### src/rtl/wdt_pkg.sv
package wdt_pkg;

    localparam int MULT_W = 3;
    localparam int CODE_W = 5;

    typedef enum logic [1:0] {
        WS_OFF   = 2'd0,
        WS_ARMED = 2'd1,
        WS_ALARM = 2'd2
    } wd_state_e;

endpackage

### src/rtl/wdt_interval_timer.sv
module wdt_interval_timer #(
    parameter int SHORT_UNIT_TICKS = 290,
    parameter int LONG_UNIT_TICKS  = 1160,
    parameter int MULT_W           = 3
) (
    input  logic              clk,
    input  logic              rst_n,
    input  logic              tick,
    input  logic              run,
    input  logic              reload,
    input  logic              base_long,
    input  logic [MULT_W-1:0] mult,
    output logic              expire
);

    localparam int MAX_TICKS = ((1 << MULT_W) - 1) * LONG_UNIT_TICKS;
    localparam int CNT_W     = $clog2(MAX_TICKS + 1);

    logic [CNT_W-1:0] unit_ticks;
    logic [CNT_W-1:0] load_val;
    logic [CNT_W-1:0] cnt_q;
    logic             last_tick;

    // interval length in ticks: multiplier times selected unit
    always_comb begin
        unit_ticks = base_long ? CNT_W'(LONG_UNIT_TICKS) : CNT_W'(SHORT_UNIT_TICKS);
        load_val   = CNT_W'(mult) * unit_ticks;
    end

    // a remaining count of 0 or 1 ends on the next tick
    assign last_tick = (cnt_q <= CNT_W'(1));
    assign expire    = run && tick && !reload && last_tick;

    always_ff @(posedge clk or negedge rst_n) begin
        if (!rst_n) begin
            cnt_q <= '0;
        end else if (reload) begin
            cnt_q <= load_val;
        end else if (run && tick && !last_tick) begin
            cnt_q <= cnt_q - CNT_W'(1);
        end
    end

endmodule

### src/rtl/wdt_reset_stretch.sv
module wdt_reset_stretch #(
    parameter int PULSE_TICKS = 3
) (
    input  logic clk,
    input  logic rst_n,
    input  logic tick,
    input  logic trigger,
    output logic reset_n_o
);

    localparam int PW = $clog2(PULSE_TICKS + 1);

    logic [PW-1:0] left_q;

    always_ff @(posedge clk or negedge rst_n) begin
        if (!rst_n) begin
            left_q <= '0;
        end else if (trigger) begin
            left_q <= PW'(PULSE_TICKS);
        end else if (tick && left_q != '0) begin
            left_q <= left_q - PW'(1);
        end
    end

    assign reset_n_o = (left_q == '0);

endmodule

### src/rtl/wdt_supervisor_fsm.sv
module wdt_supervisor_fsm
    import wdt_pkg::*;
(
    input  logic              clk,
    input  logic              rst_n,
    input  logic              wd_enable,
    input  logic              expire,
    input  logic [CODE_W-1:0] host_code,
    input  logic [CODE_W-1:0] safe_code,
    output wd_state_e         state_o,
    output logic [CODE_W-1:0] code_o,
    output logic              alarm_o,
    output logic              pulse_trig_o
);

    wd_state_e         state_q;
    wd_state_e         state_d;
    logic              primed_q;
    logic [CODE_W-1:0] host_q;
    logic [CODE_W-1:0] code_q;
    logic              host_change;
    logic              enter_alarm;

    assign host_change = primed_q && (host_code != host_q);
    assign enter_alarm = (state_q == WS_ARMED) && wd_enable && expire;

    // next-state selection
    always_comb begin
        state_d = state_q;
        unique case (state_q)
            WS_OFF:   if (wd_enable) state_d = WS_ARMED;
            WS_ARMED: begin
                if (!wd_enable)  state_d = WS_OFF;
                else if (expire) state_d = WS_ALARM;
            end
            WS_ALARM: if (!wd_enable) state_d = WS_OFF;
            default:  state_d = WS_OFF;
        endcase
    end

    // state register
    always_ff @(posedge clk or negedge rst_n) begin
        if (!rst_n) state_q <= WS_OFF;
        else        state_q <= state_d;
    end

    // registered frequency code: host writes win over the fallback
    always_ff @(posedge clk or negedge rst_n) begin
        if (!rst_n) begin
            primed_q <= 1'b0;
            host_q   <= '0;
            code_q   <= '0;
        end else begin
            primed_q <= 1'b1;
            host_q   <= host_code;
            if (!primed_q || host_change) code_q <= host_code;
            else if (enter_alarm)         code_q <= safe_code;
        end
    end

    // outputs
    always_comb begin
        state_o      = state_q;
        code_o       = code_q;
        alarm_o      = (state_q == WS_ALARM);
        pulse_trig_o = host_change || enter_alarm;
    end

endmodule

### src/rtl/clkgen_watchdog.sv
module clkgen_watchdog
    import wdt_pkg::*;
#(
    parameter int SHORT_UNIT_TICKS = 290,
    parameter int LONG_UNIT_TICKS  = 1160,
    parameter int PULSE_TICKS      = 3
) (
    input  logic              clk,
    input  logic              rst_n,
    input  logic              tick,
    input  logic              wd_enable,
    input  logic              base_long,
    input  logic [MULT_W-1:0] interval_mult,
    input  logic [CODE_W-1:0] safe_code,
    input  logic              kick,
    input  logic [CODE_W-1:0] host_code,
    output logic [CODE_W-1:0] freq_code,
    output logic              alarm,
    output logic              sys_reset_n
);

    wd_state_e         state;
    logic              expire;
    logic              pulse_trig;
    logic              base_q;
    logic [MULT_W-1:0] mult_q;
    logic              reprog;
    logic              reload;

    // any rewrite of the interval settings restarts the count
    always_ff @(posedge clk or negedge rst_n) begin
        if (!rst_n) begin
            base_q <= 1'b0;
            mult_q <= '0;
        end else begin
            base_q <= base_long;
            mult_q <= interval_mult;
        end
    end

    assign reprog = (base_long != base_q) || (interval_mult != mult_q);
    assign reload = kick || reprog || (state != WS_ARMED);

    wdt_interval_timer #(
        .SHORT_UNIT_TICKS (SHORT_UNIT_TICKS),
        .LONG_UNIT_TICKS  (LONG_UNIT_TICKS),
        .MULT_W           (MULT_W)
    ) timer_i (
        .clk       (clk),
        .rst_n     (rst_n),
        .tick      (tick),
        .run       (state == WS_ARMED),
        .reload    (reload),
        .base_long (base_long),
        .mult      (interval_mult),
        .expire    (expire)
    );

    wdt_supervisor_fsm fsm_i (
        .clk          (clk),
        .rst_n        (rst_n),
        .wd_enable    (wd_enable),
        .expire       (expire),
        .host_code    (host_code),
        .safe_code    (safe_code),
        .state_o      (state),
        .code_o       (freq_code),
        .alarm_o      (alarm),
        .pulse_trig_o (pulse_trig)
    );

    wdt_reset_stretch #(
        .PULSE_TICKS (PULSE_TICKS)
    ) stretch_i (
        .clk       (clk),
        .rst_n     (rst_n),
        .tick      (tick),
        .trigger   (pulse_trig),
        .reset_n_o (sys_reset_n)
    );

endmodule

### config.mk
export PLATFORM = sky130hd
export DESIGN_NAME = clkgen_watchdog
export DESIGN_NICKNAME = d
export VERILOG_FILES = /design/src/rtl/wdt_pkg.sv /design/src/rtl/wdt_interval_timer.sv /design/src/rtl/wdt_reset_stretch.sv /design/src/rtl/wdt_supervisor_fsm.sv /design/src/rtl/clkgen_watchdog.sv
export SDC_FILE = /design/constraint.sdc
export NUM_CORES = 1
export LEC_CHECK = 0
export ABC_CLOCK_PERIOD_IN_PS = 4000
export CAP_MARGIN = 20
export CORE_MARGIN = 2
export CORE_UTILIZATION = 50
export DETAILED_ROUTE_END_ITERATION = 8
export GPL_TIMING_DRIVEN = 1
export PLACE_DENSITY = 0.74
export SYNTH_ARGS = -nofsm -noshare
export SYNTH_HDL_FRONTEND = slang
export SYNTH_SLANG_ARGS = --single-unit
### constraint.sdc
create_clock -name clk -period 4 [get_ports clk]
set_input_delay 0.6 -clock clk [delete_from_list [all_inputs] [get_ports clk]]
set_output_delay 0.6 -clock clk [all_outputs]
set_load 0.05 [all_outputs]
Word-level counts from Yosys, hierarchy flattened:

Cells that the tools add are included.

* add/subtract/negate cells: 2
* multiply operators: 1
* magnitude comparators: 1
* equal/unequal tests: 9
* mux-type cells: 12
* reductions and logical operators: 23

Operators by type and width (count)
* 13-bit two-way mux: 2
* 13-bit by 1-bit <= comparator with 1-bit output, second input constant: 1
* 3-bit by 13-bit multiplier with 13-bit output: 1
* 13-bit by 1-bit subtractor with 13-bit output, second input constant: 1
* 2-bit two-way mux: 6
* 11-bit two-way mux: 1
* 5-bit two-way mux: 2
* 1-bit logical AND: 8
* 2-bit nonzero test: 4
* 2-bit one-hot mux with 3 select lines: 1
* 1-bit logical OR: 5
* 5-bit inequality test: 1
* 2-bit zero test: 2
* 2-bit inequality test, second input constant: 2
* 1-bit zero test: 3
* 3-bit by 2-bit inequality test with 1-bit output, second input constant: 1
* 3-bit inequality test: 1
* 3-bit AND reduction: 1
* 2-bit by 1-bit equality test with 1-bit output, second input constant: 1
* 2-bit equality test, second input constant: 1
* 2-bit by 1-bit inequality test with 1-bit output, second input constant: 1
* 2-bit by 1-bit subtractor with 2-bit output, second input constant: 1
* 1-bit inequality test: 1

* register bits: 32
* input bits: 19
* logic and storage cells: 56

Depth between registers and ports, before layout:

* depth after elaboration: 10
* mapped depth: 9
* gate-level depth less buffers: 8

Modules after synthesis:

Synthesis repeated with hierarchy kept, for this count alone.

* cells, all modules: 176
* area total of the unflattened synthesis: 1873.0 um^2

Modules (own cells, without submodules)
* wdt_interval_timer: instances 1, cells an instance 110, area an instance 1004.7 um^2
* wdt_supervisor_fsm: instances 1, cells an instance 43, area an instance 589.3 um^2
* clkgen_watchdog: instances 1, cells an instance 11, area an instance 155.1 um^2
* wdt_reset_stretch: instances 1, cells an instance 12, area an instance 123.9 um^2

Least setup slack after synthesis:

OpenSTA, ideal clock, no wires.

* path type: input to register
* start point: input base_long
* end point: register timer_i.cnt_q[10]
* setup time: 129 ps
* arrival: 2050 ps
* setup slack: 1821 ps
* stages on the path: 6
* buffers on the path: 1
* cells stage by stage: buf_2 -> mux2_2 -> ha_1 -> or3_1 -> a21o_1 -> a21boi_0

* cells in the longest elaborated chain, start to end: 5
* elaborated cells between the ends (all ways): 8
* classes of those cells: 1 x mul; 1 x eq/ne; 2 x mux; 4 x reduce/logical

RTL lines
* from (decl): line clkgen_watchdog.sv:12 `input logic base_long,`
* branches (longest 5 deep; another with 3-bit by 13-bit multiplier with 13-bit output)
* to (signal assigned): line wdt_interval_timer.sv:38 `cnt_q <= load_val;`
* to (signal assigned): line wdt_interval_timer.sv:40 `cnt_q <= cnt_q - CNT_W'(1);`
* to (decl): line wdt_interval_timer.sv:21 `logic [CNT_W-1:0] cnt_q;`

Parallel ways; which one is timed is not known.
A chain may end at the register's enable or synchronous reset.

Worst setup path after layout:

* start point: input interval_mult[0]
* end point: register stretch_i.left_q[0]

* cells in the longest elaborated chain, start to end: 10
* elaborated cells between the ends (all ways): 11
* classes of those cells: 1 x eq/ne; 1 x mux; 9 x reduce/logical

RTL lines
* from (decl): line clkgen_watchdog.sv:13 `input logic [MULT_W-1:0] interval_mult,`
* 3-bit inequality test *: line clkgen_watchdog.sv:41 `assign reprog = (base_long != base_q) || (interval_mult != mult_q);`
* 1-bit logical OR *: line clkgen_watchdog.sv:41
* 1-bit logical OR * (2 in a row): line clkgen_watchdog.sv:42 `assign reload = kick || reprog || (state != WS_ARMED);`
* 1-bit zero test *: line wdt_interval_timer.sv:32 `assign expire = run && tick && !reload && last_tick;`
* 1-bit logical AND * (2 in a row): line wdt_interval_timer.sv:32
* 1-bit logical AND *: line wdt_supervisor_fsm.sv:25 `assign enter_alarm = (state_q == WS_ARMED) && wd_enable && expire;`
* 1-bit logical OR *: line wdt_supervisor_fsm.sv:66 `pulse_trig_o = host_change || enter_alarm;`
* 2-bit two-way mux or 2-bit nonzero test (tied branches)
* to (signal assigned): line wdt_reset_stretch.sv:19 `left_q <= PW'(PULSE_TICKS);`
* to (signal assigned): line wdt_reset_stretch.sv:21 `left_q <= left_q - PW'(1);`
* to (decl): line wdt_reset_stretch.sv:13 `logic [PW-1:0] left_q;`

Every way passes the cells marked *; elsewhere a longest branch is shown, timed or not.

==> summary.txt <==
Synth
  • Synth area leaders: dfrtp_1 (42%), xor2_1 (5.5%), ha_1 (4.6%), xnor2_1 (4.1%), nor2_1 (3.5%)
  • Yosys Warn Count: 0
  • Primary FF master, synth: dfrtp_1
  • Top cell type by total area after synthesis: dfrtp_1
  • Syn Area/Cell: just under 10 sq um
  • Syn Std Cell Area: around 0.0019 sq mm
  • Yosys cell types: 47
  • Post-Synthesis Cells: between 150 and 200
  • Async set-or-reset flop fraction in the synthesized netlist: 100.0%
  • Share of the synthesized area in the top cell type: 41.80%
  • FF+latch count, synth: 32
  • Register area share after synthesis: around two fifths
  • Number of synthesized flops with an enable pin: 0

Worst hold path
  • Hold wc startpoint: fsm_i.primed_q
  • Tightest Hold Check Type: flop to flop
  • Min-Delay Path Depth: 2
  • Hold EP: stretch_i.left_q[1]

Layout
  • Share of layout cells above drive strength 1: 6.250%
  • ANT cells: 0
  • Commonest non-fill, non-tap cells in the layout: dfrtp_1 (32), clkdlybuf4s50_1 (25), nor2_1 (18), xor2_1 (12), xnor2_1 (9)
  • Layout Nets: roughly 250
  • Most common cell after layout, fill and taps aside: dfrtp_1
  • Layout area overhead: 20.51%

Die
  • Std cell rows: 22
  • Die X-Extent: 65.90 um
  • Die area: 0.004342 sq mm
  • # IOs: 26
  • Core Area: about 0.0037 sq mm
  • Initial core utilization: 52.32%
  • Chip Height: approximately 66 um

Place
  • DPL Wire Length: approximately 3100 um
  • I/O Buffers: 25
  • Placer Congestion: ~0.85

Pwr
  • Comb pwr share: 18.4%
  • Internal cell power: 603.5 uW
  • NetSw: ~220 uW
  • Clock power frac: a little over a third
  • Pleak: between 0.9 and 1 nW
  • Sw frac: about a quarter
  • VDD IR max: 0.0002244 V
  • Share of power burned in registers: roughly 45%
  • Power Density: about 360 mW/mm^2
  • Total Power: 821.5 uW

STA
  • Max Slew Vio Count: 0
  • Fin Setup TNS: 0 ps
  • Worst slew pin tran: 942.6 ps
  • Period minus WS final: approximately 2600 ps
  • Setup Skew: 4.558 ps
  • Slew margin rel.: between 30 and 40%
  • Final period util: between 60 and 70%
  • RSZ-0062 raised after global routing: no
  • Fmax: about 380 MHz
  • Final setup fails: 0
  • Final hold violation count: 0

Critical path
  • Worst-path cell chain: clkdlybuf4s50_1 -> xor2_1 -> or4b_1 -> or2_1 -> or3_1 -> nand3_1
  • R2R depth: 6
  • CP max-delay cell: or4b_1
  • Top delay family on crit path: simple AND/OR/NAND/NOR gates
  • CP peak stage delay: around 570 ps
  • R2r startpoint: timer_i.cnt_q[1]
  • CP max FO: 13
  • WP data arrival: ~2900 ps
  • CP required: ~4200 ps
  • CP bufs+invs: 1
  • WS Path Type: primary input to flop
  • CP Capture Type: flop
  • R2R Setup Slk: approximately 1600 ps
  • Worst Setup Start Kind: primary input
  • Worst r2r dst: timer_i.cnt_q[1]

Route
  • DRC: 0
  • WL met1: 1884 um
  • Total number of vias: between 1500 and 2000
  • Metal2 WL: 2027 um
  • DR pass1 iterations: 4
  • DR WL met3: around 140 um
  • WL per Instance: 15.07 um
  • Via density: between 5 and 6
  • Final WL: ~4100 um
  • DR top layer: met4
  • Iter 0 DRT Violations: approximately 110
  • Routed Antenna Nets: 0

Clocking
  • CTS tree: done
  • CTS Buf Count: 5
  • H-tree depth: 2
  • Worst skew pair latency: ~280 ps
  • Maximum root-to-sink buffer count: 2
  • Root buffer cell: clkbuf_8
  • Post-cts hold buffer count: 0
  • Resize count post-CTS: 0
  • Clock Pin Slew Worst Setup and Hold Paths: around 70 ps
  • Post-CTS Setup Bufs: 0
  • Clock sinks: 32

Global route
  • Initial antenna violation count: 0
  • First-pass GRT wire length: ~7000 um
  • Grt ovf: 0
  • GRT Util Overall: roughly a fifth
  • Largest net degree at the start of global routing: 33
  • Vias in the first global route: 1544

Flow run
  • Max Cap Viol: 0

Outcome
  • Status: complete, no violations
sequential cells by signal, indices dropped and copies added, names as in the netlist:
name	count
fsm_i.host_q	5
timer_i.cnt_q	13
fsm_i.state_o	2
base_q	1
fsm_i.primed_q	1
stretch_i.left_q	2
fsm_i.code_o	5
mult_q	3
cell families after synthesis:
kind of cell               count (synthesis)  share of synthesized area (%)
AOI/OAI and AO/OA                         36                          12.80
xor gates and xnor gates                  21                          9.602
adders and majority gates                  7                          4.572
buffers and inverters                     13                          3.658
DFF                                       32                          41.80
muxes                                      9                          4.964
other                                      2                         0.3920
and+or+nand+nor                           74                          22.21
worst max path at each step:
| stage | start | to | slack, ps | cells after the start |
|---|---|---|---|---|
| 2_1_floorplan | base_long | timer_i.cnt_q[10] | 1820 | 6 |
| 3_3_place_gp | interval_mult[0] | timer_i.cnt_q[8] | 1170 | 6 |
| 3_5_place_dp | interval_mult[0] | stretch_i.left_q[0] | 1090 | 6 |
| 4_1_cts | interval_mult[0] | stretch_i.left_q[0] | 1390 | 6 |
| 5_1_grt | interval_mult[0] | stretch_i.left_q[0] | 1260 | 6 |
| 6_report | interval_mult[0] | stretch_i.left_q[0] | 1360 | 6 |
worst reg2reg max path, stage by stage (launching register included):
cell	delay, ps
dfrtp_1	380
inv_1	90
ha_1	180
o2111ai_1	770
o21ai_0	370
mux2i_1	180
mux2_2	270
Yosys cell counts (2+ instances only):
cell      number
dfrtp_1       32
nor2_1        18
xor2_1        12
xnor2_1        9
nand3_1        8
nor3_1         8
ha_1           7
nand4_1        7
a31oi_1        6
o21ai_0        6
inv_1          5
mux2i_1        5
nand2_1        5
nor2b_1        5
o211ai_1       5
o31ai_1        5
a21oi_1        4
mux2_2         4
nand2b_1       4
or3_1          3
a21o_1         2
and2_1         2
and4_1         2
buf_2          2
buf_6          2
clkbuf_1       2
conb_1         2
nor3b_1        2
nor4b_1        2
cell type report:
cell class	instances	area [sq um]
Fill cell	308	1353
Multi-Input combinational cell	152	1056
Sequential cell	32	800.8
Timing Repair Buffer	27	265.3
Clock buffer	6	72.57
Tap cell	48	60.06
Clock inverter	2	35.03
Inverter	5	18.77
power groups by stage:
stage / sequential (mW) / combinational, mW / clock [mW]
after detailed placement: 0.376 / 0.150 / 0
after CTS: 0.370 / 0.151 / 0.307
after global routing: 0.374 / 0.168 / 0.321
after floorplan: 0.384 / 0.0869 / 0
final: 0.371 / 0.151 / 0.300
after global placement: 0.375 / 0.145 / 0
metrics by stage:
stage	instances	hold WS (ps)	utilization (%)	instance area (sq um)	worst slack [ps]
6_report	272	510.3	63.06	2308	1360
4_1_cts	272	519.5	63.06	2308	1387
3_3_place_gp	264	494.6	60.12	2201	1168
3_5_place_dp	264	500.0	60.12	2201	1094
5_1_grt	272	563.2	63.06	2308	1262
2_1_floorplan	197	304.4	-	1927	1821
routing by layer:
layer | global-route usage (%) | vias up
li1 | - | 757
met5 | 0 | -
met2 | 34.09 | 23
met4 | 7.292 | 0
met3 | 5.451 | 6
met1 | 27.21 | 769
Note: power is estimated with default switching activity, not from simulation.
